--- config.mk ---
export PLATFORM = sky130hd
export DESIGN_NAME = tev_hub
export DESIGN_NICKNAME = d
export VERILOG_FILES = /design/src/rtl/tev_pkg.sv /design/src/rtl/tev_task_unit.sv /design/src/rtl/tev_event_unit.sv /design/src/rtl/tev_irq_unit.sv /design/src/rtl/tev_short_route.sv /design/src/rtl/tev_hub.sv
export SDC_FILE = /design/constraint.sdc
export NUM_CORES = 1
export LEC_CHECK = 0
export ABC_AREA = 1
export ABC_CLOCK_PERIOD_IN_PS = 900
export BUFFER_PORTS_ARGS = -buffer_cell sky130_fd_sc_hd__buf_2
export CELL_PAD_IN_SITES_DETAIL_PLACEMENT = 1
export CELL_PAD_IN_SITES_GLOBAL_PLACEMENT = 1
export CORE_ASPECT_RATIO = 1.5
export CORE_MARGIN = 2
export CORE_UTILIZATION = 25
export DETAILED_ROUTE_END_ITERATION = 10
export GPL_TIMING_DRIVEN = 1
export HOLD_SLACK_MARGIN = 0.05
export PLACE_DENSITY_LB_ADDON = 0.12
export SETUP_SLACK_MARGIN = 0.05
export SYNTH_ARGS = -nofsm -noshare
export SYNTH_HDL_FRONTEND = slang
export SYNTH_SLANG_ARGS = --single-unit
--- constraint.sdc ---
create_clock -name clk -period 0.9 [get_ports clk]
set_input_delay 0.045 -clock clk [delete_from_list [all_inputs] [get_ports clk]]
set_output_delay 0.045 -clock clk [all_outputs]
set_load 0.02 [all_outputs]
--- src/rtl/tev_pkg.sv ---
// Package: address map and bus write type shared by the hub and its units.
package tev_pkg;
    localparam int ADDR_W      = 8;
    localparam int DATA_W      = 32;
    localparam int MAX_LINES   = 32;
    localparam int TASK_BASE   = 'h00;
    localparam int EVT_BASE    = 'h20;
    localparam int REG_SHORT   = 'h40;
    localparam int REG_IEN     = 'h41;
    localparam int REG_IEN_SET = 'h42;
    localparam int REG_IEN_CLR = 'h43;
    localparam int REG_ENABLE  = 'h44;

    typedef struct packed {
        logic              wr;
        logic [ADDR_W-1:0] addr;
        logic [DATA_W-1:0] data;
    } bus_wr_t;
endpackage

--- src/rtl/tev_task_unit.sv ---
// Task pulse unit: merges firmware, core and shortcut requests into a
// registered one-cycle pulse per task. Assumes requests are per-cycle strobes.
module tev_task_unit #(
    parameter int NT = 4
) (
    input  logic          clk,
    input  logic          rst_n,
    input  logic          en,
    input  logic [NT-1:0] fw_req,
    input  logic [NT-1:0] hw_req,
    input  logic [NT-1:0] sc_req,
    output logic [NT-1:0] pulse
);
    // Register the merged request; nothing passes while disabled.
    always_ff @(posedge clk) begin
        if (!rst_n) pulse <= '0;
        else        pulse <= en ? (fw_req | hw_req | sc_req) : '0;
    end
endmodule

--- src/rtl/tev_event_unit.sv ---
// Event flag unit: sticky flags set by core strobes, cleared by firmware
// writes of 0. A strobe in the same cycle as a clear wins.
module tev_event_unit #(
    parameter int NE = 4
) (
    input  logic          clk,
    input  logic          rst_n,
    input  logic          en,
    input  logic [NE-1:0] strobe,
    input  logic [NE-1:0] clr_hit,
    output logic [NE-1:0] flags
);
    // Clear first, then OR in accepted strobes so that set dominates.
    always_ff @(posedge clk) begin
        if (!rst_n) flags <= '0;
        else        flags <= (flags & ~clr_hit) | (en ? strobe : '0);
    end
endmodule

--- src/rtl/tev_irq_unit.sv ---
// Interrupt unit: holds the enable mask with load, set and clear writes and
// combines enabled flags into one level line. Assumes one write per cycle.
module tev_irq_unit #(
    parameter int NE = 4
) (
    input  logic          clk,
    input  logic          rst_n,
    input  logic          wr_load,
    input  logic          wr_set,
    input  logic          wr_clr,
    input  logic [NE-1:0] wdata,
    input  logic [NE-1:0] flags,
    output logic [NE-1:0] mask,
    output logic          irq
);
    // Update the enable mask according to which alias was written.
    always_ff @(posedge clk) begin
        if (!rst_n)       mask <= '0;
        else if (wr_load) mask <= wdata;
        else if (wr_set)  mask <= mask | wdata;
        else if (wr_clr)  mask <= mask & ~wdata;
    end

    // Level interrupt from registered state only.
    assign irq = |(flags & mask);
endmodule

--- src/rtl/tev_short_route.sv ---
// Shortcut router: fixed event-to-task links, each gated by an enable bit.
// Assumes every link's source is below NE and destination below NT.
module tev_short_route #(
    parameter int                NE     = 4,
    parameter int                NT     = 4,
    parameter int                NS     = 2,
    parameter logic [NS*8-1:0]   SC_SRC = '0,
    parameter logic [NS*8-1:0]   SC_DST = '0
) (
    input  logic [NE-1:0] evt_strobe,
    input  logic [NS-1:0] short_en,
    output logic [NT-1:0] req
);
    logic [NT-1:0] sel [NS];

    for (genvar k = 0; k < NS; k++) begin : g_link
        localparam int SRC = int'(SC_SRC[k*8 +: 8]);
        localparam int DST = int'(SC_DST[k*8 +: 8]);
        assign sel[k] = {NT{short_en[k] & evt_strobe[SRC]}} & NT'(1 << DST);
    end

    // OR all link contributions into the task request vector.
    always_comb begin
        req = '0;
        for (int k = 0; k < NS; k++) req = req | sel[k];
    end
endmodule

--- src/rtl/tev_hub.sv ---
// Task/event/interrupt hub: decodes register writes, holds the block and
// shortcut enables, and ties the task, event, shortcut and interrupt units
// together. Reads are combinational from bus_addr.
module tev_hub
    import tev_pkg::*;
#(
    parameter int              NT     = 4,
    parameter int              NE     = 4,
    parameter int              NS     = 2,
    parameter logic [NS*8-1:0] SC_SRC = 16'h0200,
    parameter logic [NS*8-1:0] SC_DST = 16'h0001
) (
    input  logic              clk,
    input  logic              rst_n,
    input  logic              bus_wr,
    input  logic [ADDR_W-1:0] bus_addr,
    input  logic [DATA_W-1:0] bus_wdata,
    output logic [DATA_W-1:0] bus_rdata,
    input  logic [NT-1:0]     core_task_i,
    input  logic [NE-1:0]     core_evt_i,
    output logic [NT-1:0]     task_o,
    output logic              irq_o
);
    bus_wr_t       bw;
    logic          en_q;
    logic [NS-1:0] short_q;
    logic [NT-1:0] fw_task_hit;
    logic [NE-1:0] evt_clr_hit;
    logic [NE-1:0] evt_flags;
    logic [NE-1:0] ien_mask;
    logic [NT-1:0] sc_req;
    logic          wr_short, wr_ien, wr_set, wr_clr, wr_en;
    logic          unused_wdata;

    assign bw           = '{wr: bus_wr, addr: bus_addr, data: bus_wdata};
    assign unused_wdata = ^bus_wdata;

    // Per-line decode of task triggers and flag clears.
    for (genvar t = 0; t < NT; t++) begin : g_task_dec
        assign fw_task_hit[t] = bw.wr && bw.addr == ADDR_W'(TASK_BASE + t) && bw.data[0];
    end
    for (genvar e = 0; e < NE; e++) begin : g_evt_dec
        assign evt_clr_hit[e] = bw.wr && bw.addr == ADDR_W'(EVT_BASE + e) && !bw.data[0];
    end

    assign wr_short = bw.wr && bw.addr == ADDR_W'(REG_SHORT);
    assign wr_ien   = bw.wr && bw.addr == ADDR_W'(REG_IEN);
    assign wr_set   = bw.wr && bw.addr == ADDR_W'(REG_IEN_SET);
    assign wr_clr   = bw.wr && bw.addr == ADDR_W'(REG_IEN_CLR);
    assign wr_en    = bw.wr && bw.addr == ADDR_W'(REG_ENABLE);

    // Block enable and shortcut enable registers.
    always_ff @(posedge clk) begin
        if (!rst_n) begin
            en_q    <= 1'b0;
            short_q <= '0;
        end else begin
            if (wr_en)    en_q    <= bw.data[0];
            if (wr_short) short_q <= bw.data[NS-1:0];
        end
    end

    tev_short_route #(
        .NE(NE), .NT(NT), .NS(NS), .SC_SRC(SC_SRC), .SC_DST(SC_DST)
    ) u_route (
        .evt_strobe(core_evt_i),
        .short_en  (short_q),
        .req       (sc_req)
    );

    tev_task_unit #(.NT(NT)) u_task (
        .clk   (clk),
        .rst_n (rst_n),
        .en    (en_q),
        .fw_req(fw_task_hit),
        .hw_req(core_task_i),
        .sc_req(sc_req),
        .pulse (task_o)
    );

    tev_event_unit #(.NE(NE)) u_event (
        .clk    (clk),
        .rst_n  (rst_n),
        .en     (en_q),
        .strobe (core_evt_i),
        .clr_hit(evt_clr_hit),
        .flags  (evt_flags)
    );

    tev_irq_unit #(.NE(NE)) u_irq (
        .clk    (clk),
        .rst_n  (rst_n),
        .wr_load(wr_ien),
        .wr_set (wr_set),
        .wr_clr (wr_clr),
        .wdata  (bw.data[NE-1:0]),
        .flags  (evt_flags),
        .mask   (ien_mask),
        .irq    (irq_o)
    );

    // Read multiplexer; task addresses and unmapped space read zero.
    always_comb begin
        bus_rdata = '0;
        for (int e = 0; e < NE; e++) begin
            if (bus_addr == ADDR_W'(EVT_BASE + e)) bus_rdata = DATA_W'(evt_flags[e]);
        end
        if (bus_addr == ADDR_W'(REG_SHORT)) bus_rdata = DATA_W'(short_q);
        if (bus_addr == ADDR_W'(REG_IEN) || bus_addr == ADDR_W'(REG_IEN_SET) ||
            bus_addr == ADDR_W'(REG_IEN_CLR)) bus_rdata = DATA_W'(ien_mask);
        if (bus_addr == ADDR_W'(REG_ENABLE)) bus_rdata = DATA_W'(en_q);
    end
endmodule

==> impl_metrics.py, run 1 <==
metrics = {
    "run_status": {
        "status": "finished with violations",
        "violations": "setup timing",
    },
    "logic_synthesis": {
        "synth_xor_area_frac": 0,
        "synth_top_cell_by_area": "dfxtp_1",
        "ys.warnings.count": 0,
        "synth_most_common_cell": "nand2_1",
        "postSynthCellCount": 164,
        "yosys-top-cells-area": "dfxtp_1, buf_4, nand2_1, nand3_1, nor2_1",
        "synth-edff-count": 0,
        "synthDistinctLibCells": 22,
        "synth_top_area_share": 0.273,
        "synth_commonest_cells": "nand2_1, buf_4, nor2_1",
        "synthMuxAreaShare": 0,
        "synth_top_family_by_area": "simple AND/OR/NAND/NOR gates",
        "yosysSeqAreaShare": 0.273,
        "syn_area_sq_um": 1100,
        "synth_area_per_cell_sq_um": 6.71,
        "postSynth.asyncResetShare": 0,
        "yosys.area_share.simple": 0.341,
        "synth_ff_type": "dfxtp_1",
        "ys_seq_elements": 15,
        "synthAdderAreaFrac": 0,
        "synth_compound_area_frac": 0.126,
    },
    "clock_tree": {
        "cts_buffer_depth": 2,
        "cts_tree": "done",
        "cts.clk_slew.worst_paths_ns": 0.07,
        "clock-sinks": 15,
        "clockRootBuffer": "clkbuf_8",
        "cts-buffers-inserted": 3,
        "h-tree-depth": 1,
        "insertion_delay_ns": 0.26,
    },
    "final_layout": {
        "area.sequential_sq_um": 313,
        "finalNetCount": 283,
        "syn2layout_area_growth_pct": 63.8,
        "post-route-util": 0.424,
        "instances_no_fill": 277,
        "layout-drive-gt1-share": 0.550,
        "n_antenna_cell": 0,
        "n_fill_cell": 547,
        "multi_input_area_sq_um": 822,
    },
    "sta": {
        "hold_viol": 0,
        "rsz0062_at_grt": "true",
        "setup_viol": 6,
        "timing.fmax_ghz": 0.868,
        "period_needed_ns": 1.15,
        "finalClockSkew_ns": 0.00385,
        "finalCritPeriodShare": 1.28,
        "slew_viol_final": 0,
        "worst_slack_ns": -0.252,
    },
    "grt": {
        "grt_max_degree": 10,
        "grt_overflow_total": 0,
        "first_global_vias": 1280,
        "grtUsageTotal": 0.152,
        "grt_pass1_wl_um": 5780,
        "antenna_found_initial": 0,
    },
    "setup_path": {
        "critPathMaxStageDelay_ns": 0.34,
        "critPathLaunchType": "flop",
        "arrival_ns": 1.11,
        "cp-startpoint": "u_event.flags[1]",
        "cp-end-kind": "primary output",
        "worstPathCellList": "nand3_2 > nand3_2 > nor2_2 > nand4_1 > buf_4",
        "critPathKind": "flop to primary output",
        "crit_fanout": 2,
        "cpMostUsedCell": "nand3_2",
        "crit_slowest_cell": "dfxtp_2",
        "crit_required_ns": 0.85,
    },
    "power": {
        "ir_drop_uv": 749,
        "p_per_area_nw_per_um2": 920,
        "p_leak_nw": 0.805,
    },
    "place": {
        "dp_slack_ns": -0.277,
        "dpl.hpwl_um": 2810,
        "dp_cells": 254,
        "port_buffers": 31,
        "gp_congestion": 0.784,
    },
    "floorplanning": {
        "die_w_um": 58.2,
        "die_h_um": 85.2,
        "core_sq_um": 4250,
        "die_area_sq_um": 4960,
        "initial_utilization": 0.259,
        "io-pin-count": 88,
        "rows": 29,
    },
    "drt": {
        "firstDrtPassIters": 4,
        "drt_iter0_markers": 12,
        "vias_per_cell": 4.42,
        "postRouteAntennaNets": 0,
        "routed-via-count": 1225,
        "route.detailed.drc": 0,
        "wl_per_cell_um": 13.5,
        "wl_um": 3730,
    },
    "min_path": {
        "worst_hold_path_type": "primary input to flop",
        "hp-start": "bus_wdata[3]",
    },
    "run": {
        "drv_cap": 0,
    },
}
worst paths after layout:
| path | end | slack, ns | depth (start not counted) |
|---|---|---|---|
| max | bus_rdata[0] | -0.25 | 5 |
| min | flop | 0.05 | 3 |
| max reg2reg | flop | 0.03 | 4 |
| min reg2reg | short_q[1] | 0.49 | 2 |
area by class of cell:
cell class,count,area share
clock buffers,3,0.0229
multi-input cells,129,0.456
well taps,46,0.0319
repair buffers,64,0.266
inverters,19,0.0465
clock inverters,1,0.00278
flip-flops and latches,15,0.174
cell usage in the layout (no fill, tap or decap), types with 2 or more instances in the layout:
cell / instances
nand2_2: 9
dlygate4sd3_1: 6
inv_1: 9
clkbuf_8: 3
nand3_1: 7
a21oi_2: 4
inv_2: 4
buf_2: 23
nor2_4: 8
buf_6: 11
nand4_1: 2
nand3_2: 10
o21bai_1: 2
buf_4: 24
a22oi_1: 3
nand2_1: 18
dfxtp_2: 7
a21oi_1: 7
inv_4: 5
conb_1: 28
nor2_2: 7
dfxtp_1: 7
nand2_4: 2
nor2_1: 12
power by group:
part / leakage (nW) / internal, mW / total [mW] / switching (mW)
Clock: 0.0255 / 0.308 / 0.591 / 0.283
Combinational: 0.654 / 0.138 / 0.405 / 0.268
Sequential: 0.125 / 0.661 / 0.661 / 0.000559
Total: 0.805 / 1.11 / 1.66 / 0.551
critical path, delay by kind of cell (launching register included):
family	cells	cell delay, ns
AND/OR/NAND/NOR	4	0.33
buffers and inverters	1	0.18
flip-flops	1	0.34
timing repair:
item,in CTS,in global routing
pin swaps,13,15
endpoints found under the hold margin,6,0
buffers inserted,9,4
hold buffers,6,0
gates resized for setup,33,52
endpoints found under the setup margin,11,15
routing by layer:
layer | GRT usage | part of all wire | vias to the layer above
met3 | 0.0198 | 0.036 | 4
met1 | 0.147 | 0.38 | 581
li1 | - | - | 606
met4 | 0.0550 | 0.010 | 0
met5 | 0 | 0 | -
met2 | 0.308 | 0.58 | 34
per-stage QoR:
step	hold WS (ns)	power, mW	cell area [sq um]	TNS (ns)
final	0.0509	1.66	1800	-0.565
after floorplan	0.162	0.949	1200	0
after detailed placement	0.257	0.982	1310	-3.20
after global routing	0.0506	1.72	1800	-1.05
after global placement	0.253	0.976	1310	-2.41
after CTS	0.0528	1.62	1580	-0.626
logic make-up after synthesis:
family,count (synthesis)
AOI/OAI and AO/OA,22
buffers and inverters,47
DFF,15
other,1
and+or+nand+nor,79
Note: power is estimated with default switching activity, not from simulation.
==> inputs of run 2 (changes only) <==
Settings changed: ABC_CLOCK_PERIOD_IN_PS 900 to 1200.
Clock period 0.9 ns to 1.2 ns, I/O delays scaled along.
==> run 2 against run 1 <==
Net effect:
- the flow now finishes without violations
- clock power is 29% lower
- sequential power down 25%
- clock skew down 0.0017 ns
- register-to-register slack improved by 0.28 ns
- non-clock buffer count decreased by 24
- total power shrank 31%
- worst setup slack better by 0.32 ns
- clock-buffer cell count is 1 higher
- sequential share of layout area is 5.0 points higher
- via count decreased by 8.0%
- hold slack better by 0.017 ns
- utilization decreased by 10 points
- critical path type unchanged
- critical endpoint unchanged
- largest power group unchanged
- highest routed layer unchanged
==> impl_metrics.py, run 2 (synthesis results as in run 1) <==
metrics = {
    "setup_path": {
        "crit_fanout": 2,
        "cp.buffers_inverters": 1,
        "crit_slowest_cell": "dfxtp_2",
        "worstPathCellList": "nand3_2 > nand3_2 > nor2_1 > nand4_1 > buf_6",
        "timing.rr.end": "en_q",
        "critPathLaunchType": "flop",
        "arrival_ns": 1.07,
        "critPathKind": "flop to primary output",
        "cp-endpoint": "bus_rdata[0]",
        "timing.rr.start": "en_q",
        "crit_required_ns": 1.14,
        "critPathMaxStageDelay_ns": 0.33,
        "r2r_cells": 2,
        "ff2ff_setup_slack_ns": 0.31,
        "critPathTopFamily": "simple AND/OR/NAND/NOR gates",
        "cp-startpoint": "u_event.flags[2]",
        "cp-end-kind": "primary output",
        "worst-path-stages": 5,
        "cpMostUsedCell": "nand3_2",
    },
    "power": {
        "p_comb_frac": 0.192,
        "p_int_mw": 0.788,
        "switching_power_mw": 0.350,
        "clock_power_share": 0.370,
        "p_per_area_nw_per_um2": 837,
        "p_leak_nw": 0.632,
        "ir_drop_uv": 717,
        "seq_power_share": 0.438,
        "swShare": 0.307,
    },
    "final_layout": {
        "finalNetCount": 259,
        "layout-drive-gt1-share": 0.309,
        "syn2layout_area_growth_pct": 23.5,
        "final_common_cell": "buf_2",
        "n_antenna_cell": 0,
        "layout_common_cells": "buf_2, nand2_1, conb_1",
        "instances_no_fill": 253,
    },
    "floorplanning": {
        "io-pin-count": 88,
        "die_w_um": 58.2,
        "initial_utilization": 0.259,
        "die_h_um": 85.2,
        "rows": 29,
        "core_sq_um": 4250,
        "die_area_sq_um": 4960,
    },
    "drt": {
        "wl_per_cell_um": 13.2,
        "drt_iter0_markers": 14,
        "postRouteAntennaNets": 0,
        "wl_um": 3330,
        "firstDrtPassIters": 4,
        "route.detailed.drc": 0,
        "vias_per_cell": 4.45,
        "routed-via-count": 1127,
    },
    "clock_tree": {
        "h-tree-depth": 1,
        "cts.clk_slew.worst_paths_ns": 0.06,
        "cts-buffers-inserted": 3,
        "insertion_delay_ns": 0.25,
        "clock-sinks": 15,
        "clockRootBuffer": "clkbuf_8",
        "cts_buffer_depth": 2,
        "cts_tree": "done",
    },
    "place": {
        "gp_congestion": 0.825,
        "port_buffers": 31,
        "dp_cells": 242,
        "dpl.hpwl_um": 2750,
    },
    "grt": {
        "grt_max_degree": 10,
        "grt_overflow_total": 0,
        "grtUsageTotal": 0.142,
        "first_global_vias": 1182,
        "antenna_found_initial": 0,
        "grt_pass1_wl_um": 5400,
    },
    "sta": {
        "slew_viol_final": 0,
        "setup_viol": 0,
        "finalClockSkew_ns": 0.00211,
        "period_needed_ns": 1.13,
        "fin_tns_setup_ns": 0,
        "hold_viol": 0,
        "rsz0062_at_grt": "true",
        "timing.fmax_ghz": 0.885,
        "finalCritPeriodShare": 0.941,
    },
    "min_path": {
        "worst_hold_path_type": "primary input to flop",
    },
    "run_status": {
        "status": "finished, final reports clean",
    },
    "run": {
        "drv_cap": 0,
    },
}
run 2: cell count changes in the layout (fill, tap and decap cells not counted), sizes merged:
cell,delta
buf,-20
dlygate4sd3,-4
clkbuf,+1
clkinv,-1
run 2: power groups by stage:
stage	Combinational (mW)	Sequential, mW	Clock [mW]
6_report	0.219	0.499	0.421
5_1_grt	0.239	0.498	0.455
4_1_cts	0.211	0.498	0.438
3_5_place_dp	0.204	0.510	0
3_3_place_gp	0.199	0.510	0
2_1_floorplan	0.202	0.510	0
run 2: how the worst min path moves through the flow:
stage                    from                to  slack (ns)  cells after the start
2_1_floorplan  core_task_i[2]   u_task.pulse[2]        0.18                      2
3_3_place_gp   core_task_i[3]   u_task.pulse[3]        0.27                      3
3_5_place_dp   core_task_i[3]   u_task.pulse[3]        0.28                      3
4_1_cts         core_evt_i[3]  u_event.flags[3]        0.06                      3
5_1_grt                 rst_n              flop        0.08                      3
6_report        core_evt_i[3]  u_event.flags[3]        0.07                      3
run 2: timing repair:
action / 4_1_cts / 5_1_grt
gates cloned: 0 / 0
buffers inserted: 3 / 2
endpoints found under the setup margin: 1 / 3
endpoints found under the hold margin: 2 / 0
pin swaps: 3 / 4
hold buffers: 2 / 0
resized for setup: 9 / 2
run 2: per-layer routing:
layer,track usage,part of all wire,up-vias
met5,0,0,-
met4,0.0444,0.010,0
met3,0.0183,0.035,4
met2,0.283,0.60,28
met1,0.144,0.36,536
li1,-,-,559
run 2: stage by stage:
stage	area (sq um)	utilization	setup WS, ns	power, mW	hold slack, ns
CTS	1340	0.315	0.0406	1.15	0.0629
global placement	1220	0.287	0.0799	0.708	0.272
detailed placement	1220	0.287	0.0594	0.714	0.277
finish	1360	0.320	0.0704	1.14	0.0677
global route	1360	0.320	0.0138	1.19	0.0752
floorplan	1200	-	0.182	0.712	0.177
run 2: cell type report:
class | instances | area, sq um
Clock buffer | 4 | 45.0
Sequential cell | 15 | 304
Fill cell | 578 | 2890
Inverter | 19 | 71.3
Tap cell | 46 | 57.6
Timing Repair Buffer | 40 | 234
Multi-Input combinational cell | 129 | 647
run 2: worst register-to-register path, cell delays in order (launching register included):
cell     delay, ns
dfxtp_1       0.47
nand2_1       0.19
o21ai_0       0.18
